$ cat src/rtl/fbs_pkg.sv
package fbs_pkg;
  typedef struct packed {
    logic       en;
    logic       depth8;
    logic [1:0] pal;
    logic [4:0] top;
    logic [4:0] bot;
    logic       front;
  } mode_t;

  // bit 13 reserved
  function automatic mode_t decode_mode(input logic [15:0] w);
    mode_t m;
    m.en     = w[15];
    m.depth8 = w[14];
    m.pal    = w[12:11];
    m.top    = w[10:6];
    m.bot    = w[5:1];
    m.front  = w[0];
    return m;
  endfunction
endpackage

$ cat src/rtl/fbs_dot_div.sv
module fbs_dot_div #(
  parameter int DOT_DIV = 4
) (
  input  logic clk_i,
  input  logic rst_ni,
  output logic tick_o
);
  generate
    if (DOT_DIV <= 1) begin : g_pass
      assign tick_o = 1'b1;
    end else begin : g_div
      localparam int CW = $clog2(DOT_DIV);
      logic [CW-1:0] cnt_q;
      always_ff @(posedge clk_i or negedge rst_ni) begin
        if (!rst_ni)                         cnt_q <= '0;
        else if (cnt_q == CW'(DOT_DIV - 1))  cnt_q <= '0;
        else                                 cnt_q <= cnt_q + 1'b1;
      end
      assign tick_o = (cnt_q == CW'(DOT_DIV - 1));

      assert_tick_gap_R3: assert property (@(posedge clk_i) disable iff (!rst_ni)
        tick_o |=> !tick_o);
    end
  endgenerate
endmodule

$ cat src/rtl/fbs_raster.sv
module fbs_raster #(
  parameter int H_TOTAL = 416,
  parameter int V_TOTAL = 262,
  localparam int H_W = $clog2(H_TOTAL),
  localparam int V_W = $clog2(V_TOTAL)
) (
  input  logic           clk_i,
  input  logic           rst_ni,
  input  logic           tick_i,
  output logic [H_W-1:0] hcnt_o,
  output logic [V_W-1:0] vcnt_o,
  output logic           frame_end_o
);
  logic [H_W-1:0] hcnt_q;
  logic [V_W-1:0] vcnt_q;
  logic h_last, v_last;

  assign h_last = (hcnt_q == H_W'(H_TOTAL - 1));
  assign v_last = (vcnt_q == V_W'(V_TOTAL - 1));

  always_ff @(posedge clk_i or negedge rst_ni) begin
    if (!rst_ni) begin
      hcnt_q <= '0;
      vcnt_q <= '0;
    end else if (tick_i) begin
      if (h_last) begin
        hcnt_q <= '0;
        vcnt_q <= v_last ? '0 : vcnt_q + 1'b1;
      end else begin
        hcnt_q <= hcnt_q + 1'b1;
      end
    end
  end

  assign hcnt_o      = hcnt_q;
  assign vcnt_o      = vcnt_q;
  assign frame_end_o = tick_i && h_last && v_last;

  assert_h_range_R1: assert property (@(posedge clk_i) disable iff (!rst_ni)
    hcnt_q < H_W'(H_TOTAL));
  assert_v_step_R2: assert property (@(posedge clk_i) disable iff (!rst_ni)
    (vcnt_q != $past(vcnt_q)) |-> ($past(h_last) && $past(tick_i)));
  assert_v_range_R2: assert property (@(posedge clk_i) disable iff (!rst_ni)
    vcnt_q < V_W'(V_TOTAL));
endmodule

$ cat src/rtl/fbs_mode.sv
module fbs_mode
  import fbs_pkg::*;
(
  input  logic        clk_i,
  input  logic        rst_ni,
  input  logic        wr_i,
  input  logic [15:0] wdata_i,
  input  logic        frame_end_i,
  output mode_t       mode_o
);
  logic [15:0] pend_q;
  mode_t       cur_q;

  always_ff @(posedge clk_i or negedge rst_ni) begin
    if (!rst_ni) begin
      pend_q <= '0;
      cur_q  <= '0;
    end else begin
      if (wr_i)        pend_q <= wdata_i;
      if (frame_end_i) cur_q  <= decode_mode(pend_q);
    end
  end

  assign mode_o = cur_q;

  assert_mode_hold_R7: assert property (@(posedge clk_i) disable iff (!rst_ni)
    !frame_end_i |=> $stable(cur_q));
endmodule

$ cat src/rtl/fbs_addr.sv
module fbs_addr #(
  parameter int OFF_W = 16,
  localparam int IDX_W = OFF_W + 1
) (
  input  logic             clk_i,
  input  logic             rst_ni,
  input  logic             tick_i,
  input  logic             frame_end_i,
  input  logic             active_i,
  input  logic             depth8_i,
  output logic [OFF_W-1:0] off_o,
  output logic             nib_o
);
  logic [IDX_W-1:0] idx_q;

  always_ff @(posedge clk_i or negedge rst_ni) begin
    if (!rst_ni)                     idx_q <= '0;
    else if (tick_i && frame_end_i)  idx_q <= '0;
    else if (tick_i && active_i)     idx_q <= idx_q + 1'b1;
  end

  assign off_o = depth8_i ? idx_q[OFF_W-1:0] : idx_q[IDX_W-1:1];
  assign nib_o = depth8_i ? 1'b0 : idx_q[0];

  assert_idx_restart_R6: assert property (@(posedge clk_i) disable iff (!rst_ni)
    (tick_i && frame_end_i) |=> (idx_q == '0));
  assert_idx_hold_R6: assert property (@(posedge clk_i) disable iff (!rst_ni)
    !tick_i |=> $stable(idx_q));
endmodule

$ cat src/rtl/fb_scan_ctrl.sv
module fb_scan_ctrl
  import fbs_pkg::*;
#(
  parameter int DOT_DIV  = 4,
  parameter int H_TOTAL  = 416,
  parameter int H_ACTIVE = 320,
  parameter int V_TOTAL  = 262,
  parameter int V_ACTIVE = 240,
  parameter int OFF_W    = 16
) (
  input  logic             clk_i,
  input  logic             rst_ni,
  input  logic             mode_wr_i,
  input  logic [15:0]      mode_wdata_i,
  output logic [15:0]      hpos_o,
  output logic [15:0]      vpos_o,
  output logic             dot_tick_o,
  output logic             hblank_o,
  output logic             vblank_o,
  output logic             active_o,
  output logic             depth8_o,
  output logic [1:0]       pal_o,
  output logic [OFF_W:0]   pix_addr_o,
  output logic             pix_nib_o,
  output logic             cpu_buf_o
);
  localparam int H_W = $clog2(H_TOTAL);
  localparam int V_W = $clog2(V_TOTAL);
  localparam int C_W = V_W + 1;

  logic           tick, frame_end;
  logic [H_W-1:0] hcnt;
  logic [V_W-1:0] vcnt;
  mode_t          mode;
  logic [OFF_W-1:0] off;
  logic           line_vis;

  fbs_dot_div #(.DOT_DIV(DOT_DIV)) u_div (
    .clk_i(clk_i), .rst_ni(rst_ni), .tick_o(tick));

  fbs_raster #(.H_TOTAL(H_TOTAL), .V_TOTAL(V_TOTAL)) u_raster (
    .clk_i(clk_i), .rst_ni(rst_ni), .tick_i(tick),
    .hcnt_o(hcnt), .vcnt_o(vcnt), .frame_end_o(frame_end));

  fbs_mode u_mode (
    .clk_i(clk_i), .rst_ni(rst_ni), .wr_i(mode_wr_i), .wdata_i(mode_wdata_i),
    .frame_end_i(frame_end), .mode_o(mode));

  // line shown when past the top letterbox and clear of the bottom one
  assign line_vis = ({1'b0, vcnt} >= C_W'(mode.top)) &&
                    (({1'b0, vcnt} + C_W'(mode.bot)) < C_W'(V_ACTIVE));

  assign hblank_o = (hcnt >= H_W'(H_ACTIVE));
  assign vblank_o = !line_vis;
  assign active_o = mode.en && !hblank_o && line_vis;

  fbs_addr #(.OFF_W(OFF_W)) u_addr (
    .clk_i(clk_i), .rst_ni(rst_ni), .tick_i(tick), .frame_end_i(frame_end),
    .active_i(active_o), .depth8_i(mode.depth8), .off_o(off), .nib_o(pix_nib_o));

  assign hpos_o     = 16'(hcnt);
  assign vpos_o     = 16'(vcnt);
  assign dot_tick_o = tick;
  assign depth8_o   = mode.depth8;
  assign pal_o      = mode.pal;
  assign pix_addr_o = {mode.front, off};
  assign cpu_buf_o  = !mode.front;

  assert_cpu_excl_R8: assert property (@(posedge clk_i) disable iff (!rst_ni)
    cpu_buf_o != pix_addr_o[OFF_W]);
  assert_no_active_disabled_R4: assert property (@(posedge clk_i) disable iff (!rst_ni)
    (active_o && !$past(active_o) && !$past(frame_end)) |-> $past(mode.en));
endmodule

$ cat config.mk
export PLATFORM = sky130hd
export DESIGN_NAME = fb_scan_ctrl
export DESIGN_NICKNAME = d
export VERILOG_FILES = /design/src/rtl/fbs_pkg.sv /design/src/rtl/fbs_dot_div.sv /design/src/rtl/fbs_raster.sv /design/src/rtl/fbs_mode.sv /design/src/rtl/fbs_addr.sv /design/src/rtl/fb_scan_ctrl.sv
export SDC_FILE = /design/constraint.sdc
export NUM_CORES = 1
export LEC_CHECK = 0
export ABC_CLOCK_PERIOD_IN_PS = 2400
export BUFFER_PORTS_ARGS = -buffer_cell sky130_fd_sc_hd__buf_4
export CAP_MARGIN = 20
export CORE_UTILIZATION = 40
export CTS_CLUSTER_DIAMETER = 120
export DETAILED_ROUTE_END_ITERATION = 12
export SLEW_MARGIN = 30
export SYNTH_ARGS = -nofsm -noshare
export SYNTH_HDL_FRONTEND = slang
export SYNTH_SLANG_ARGS = --single-unit
export TNS_END_PERCENT = 20
$ cat constraint.sdc
create_clock -name clk_i -period 2.4 [get_ports clk_i]
set_input_delay 0.36 -clock clk_i [delete_from_list [all_inputs] [get_ports clk_i]]
set_output_delay 0.36 -clock clk_i [all_outputs]
set_load 0.005 [all_outputs]
==> metrics.log <==
INFO  metric yosysWarningCount = 0
INFO  metric synthToLayoutAreaGrowth = 25.97%
INFO  metric hold_path.class = input port to flip-flop
INFO  metric cts_tree = yes
INFO  metric detailroute.via_count = 2,784
INFO  metric power_density = 522.4 mW/mm^2
INFO  metric max_clock_freq = approximately 390 MHz
INFO  metric synthesis.instances = 362
INFO  metric rsz0062_at_grt = yes
INFO  metric grt_busiest_layer = met2
INFO  metric grt_util_met1 = 0.2310
INFO  metric floorplan.die_area = 0.009379 sq mm
INFO  metric final_instance_area = 0.004533 sq mm
INFO  metric async_set_or_reset_register_ratio_after_synthesis = 1.000
INFO  metric critical_path_class = flip-flop to output port
INFO  metric final_setup_viols = 2
INFO  metric first_pass_grt_wire_length = 12,770 microns
INFO  metric fin_worst_skew = ~0.012 ns
INFO  metric via_per_inst = between 5 and 6
INFO  metric failed_checks = negative setup slack
INFO  metric grtUsageMet3 = 0.04769
INFO  metric place.gp.congestion = roughly 0.86
INFO  metric place_hpwl = 5128 microns
INFO  metric drtIter0Drc = 88
INFO  metric number_of_antenna_violations_at_the_first_check_in_global_routing = 0
INFO  metric endpoint_kind = output port
INFO  metric dr.pass1.iters = 4
INFO  metric synth_top_cell_area_share = 0.4659
INFO  metric root_buffer_cell = sky130_fd_sc_hd__clkbuf_8
INFO  metric grt_pass1_vias = about 2,600
INFO  metric floorplan.core_area = between 0.008 and 0.009 sq mm
INFO  metric finalWorstPathRequiredPeriod = ~2.5 ns
INFO  metric fin_tns_setup = -0.2140 ns
INFO  metric worst_setup_hold_path_clk_slew = 0.07 ns
INFO  metric grt_start_max_net_pins = just under 70
INFO  metric synth_sequential_area_ratio = 0.4659
INFO  metric final_critical_path_setup_slack = -0.1382 ns
INFO  metric grt_use_total = 0.1685
INFO  metric syn-cell-area = 0.003598 sq mm
INFO  metric antenna-diode-count = 0
INFO  metric finalMaxSlewViolations = 0
INFO  metric hold_viol = 0
INFO  metric global_route.usage.met2 = 0.2568
INFO  metric design.final.nets = 463
INFO  metric synth_ff_type = sky130_fd_sc_hd__dfrtp_1
INFO  metric worstPathRequired = just over 2 ns
INFO  metric cap_violations = 0
INFO  metric max-vdd-ir-drop = about 450 uV
INFO  metric kind_of_start_point_of_the_critical_path = flip-flop
INFO  metric floorplan.die.height = 96.85 microns
INFO  metric synth.distinct_cells = 46
INFO  metric cts-htree-levels = 3
INFO  metric final_cells = 542
INFO  metric antenna_violating_nets_post_route = 0
INFO  metric p_leak = 2.103 nW
INFO  metric critical_path_peak_fanout = 4
INFO  metric drt_drc_violations_left = 0
INFO  metric clockBufferDepth = 2
INFO  metric worstPathArrival = 2.18 ns
INFO  metric post_route_cells_drive_above_1_share = 0.3272
INFO  metric whs = 0.2499 ns
INFO  metric insertion_delay = 0.34 ns
INFO  metric synth_area_leader_cell = sky130_fd_sc_hd__dfrtp_1
INFO  metric syn_avg_cell_area = around 10 sq um
INFO  metric rows = 34
INFO  metric postPlaceCellArea = around 0.0042 sq mm
INFO  metric initial_utilization = 0.4126
INFO  metric clkSinkCount = 67
INFO  metric period_share = 1.058
INFO  metric ports_placed_on_the_boundary = 77
INFO  metric number_of_enable_flip_flop_cells_after_synthesis = 0
INFO  metric dp.cells = 524
INFO  metric cts_buffers = 9
INFO  metric outcome = finished, violations left
INFO  metric most_area_consuming_cells_after_synthesis = sky130_fd_sc_hd__dfrtp_1 (47%), sky130_fd_sc_hd__mux2_2 (9.7%), sky130_fd_sc_hd__nand2_1 (5.9%)
INFO  metric die_width = 96.85 microns
INFO  metric globalRoute.totalOverflow = 0
INFO  metric drt_wl_total = between 7000 and 8000 microns
INFO  metric number_of_synthesized_register_bits = 67
INFO  metric drt-wirelength-per-cell = 13.56 microns
INFO  metric io_buffer_count = a little over 60
==> metrics by stage <==
stage / util / setup slack [ns] / total power, mW
after global routing: 0.5198 / -0.2466 / 2.466
after global placement: 0.4785 / 0.06097 / 1.267
after detailed placement: 0.4785 / 0.04532 / 1.270
after floorplan: - / 0.09604 / 1.237
final: 0.5198 / -0.1382 / 2.368
after CTS: 0.5095 / -0.1845 / 2.404
==> logic make-up (layout without fill, tap and decap cells) <==
kind of cell	after synthesis	count (layout)	synth area share
XOR/XNOR	8	8	0.01947
adder cells (fa/ha/maj)	15	15	0.05216
AO/OA/AOI/OAI	60	60	0.1015
buffers and inverters	51	110	0.07267
multiplexers	34	34	0.1054
AND/OR/NAND/NOR	126	126	0.1819
other	1	14	0.001042
flip-flops	67	67	0.4659
==> state kept, by name, indices dropped and copies added, names as in the netlist <==
name               flops
u_mode.mode_o         15
u_mode.pend_q         15
u_raster.vcnt_o        9
u_addr.idx_q          17
u_div.g_div.cnt_q      2
u_raster.hcnt_o        9
==> cells in the mapped netlist, drive strengths merged (2+ instances only) <==
library cell / instances
a21oi: 16
and2: 3
and3: 4
and4: 3
buf: 22
clkbuf: 12
dfrtp: 67
ha: 15
inv: 17
mux2: 31
mux2i: 3
nand2: 57
nand2b: 2
nand3: 9
nand4: 9
nor2: 9
nor3: 6
o211ai: 2
o21ai: 19
o22ai: 2
o31ai: 14
or3: 4
or4: 12
xnor2: 8
==> per-layer routing <==
metal | vias up | routed length [microns]
met3 | 5 | 326
met1 | 1322 | 3556
met4 | 0 | 86
li1 | 1388 | -
met5 | - | 0
met2 | 69 | 3381
==> power breakdown <==
part	switching, mW	internal [mW]	leakage, nW
Sequential	0.0118	1.15	0.886
Combinational	0.0403	0.0443	1.10
Clock	0.419	0.699	0.122
Total	0.471	1.90	2.10
==> final cells by class <==
| class | instances | area [sq um] |
|---|---|---|
| Fill cell | 816 | 4188 |
| Multi-Input combinational cell | 257 | 1788 |
| Sequential cell | 67 | 1678 |
| Timing Repair Buffer | 77 | 621.8 |
| Clock buffer | 13 | 178.9 |
| Tap cell | 108 | 135.1 |
| Clock inverter | 3 | 67.56 |
| Inverter | 17 | 63.81 |
==> critical path, stage by stage (launching register included) <==
cell,delay (ns)
sky130_fd_sc_hd__dfrtp_2,0.44
sky130_fd_sc_hd__ha_4,0.18
sky130_fd_sc_hd__nor3_4,0.18
sky130_fd_sc_hd__a22oi_2,0.11
sky130_fd_sc_hd__a211o_1,0.23
sky130_fd_sc_hd__a21o_1,0.22
sky130_fd_sc_hd__or2_4,0.26
sky130_fd_sc_hd__nor2_4,0.12
sky130_fd_sc_hd__buf_6,0.10
==> cells in the final DEF, fill, tap and decap left out, types with 12 or more instances in the layout <==
cell and count:
sky130_fd_sc_hd__o21ai_0 16, sky130_fd_sc_hd__nand2_1 57, sky130_fd_sc_hd__mux2_2 31, sky130_fd_sc_hd__o31ai_1 14, sky130_fd_sc_hd__a21oi_1 15, sky130_fd_sc_hd__conb_1 14
sky130_fd_sc_hd__ha_1 12, sky130_fd_sc_hd__or4_1 12, sky130_fd_sc_hd__buf_4 72, sky130_fd_sc_hd__inv_1 16, sky130_fd_sc_hd__clkbuf_8 13, sky130_fd_sc_hd__dfrtp_1 66
==> what timing repair did <==
item	4_1_cts	5_1_grt
hold buffers	0	1
buffers inserted	0	0
setup endpoints to repair	2	11
gates resized for setup	7	13
pin swaps	6	9
endpoints found under the hold margin	0	28
==> path summary, 6_finish.rpt <==
path	startpoint	end	slack (ns)	depth (start not counted)
worst min-delay path	mode_wdata_i[3]	u_mode.pend_q[3]	0.25	2
max in group asynchronous	rst_ni	u_mode.pend_q[4]	1.38	3
worst min register to register	u_div.g_div.cnt_q[0]	u_div.g_div.cnt_q[0]	0.44	1
min in group asynchronous	rst_ni	u_raster.hcnt_o[1]	0.49	2
worst max register to register	u_raster.vcnt_o[2]	u_addr.idx_q[6]	0.11	8
worst max-delay path	u_raster.vcnt_o[2]	active_o	-0.14	8
Note: power is estimated with default switching activity, not from simulation.
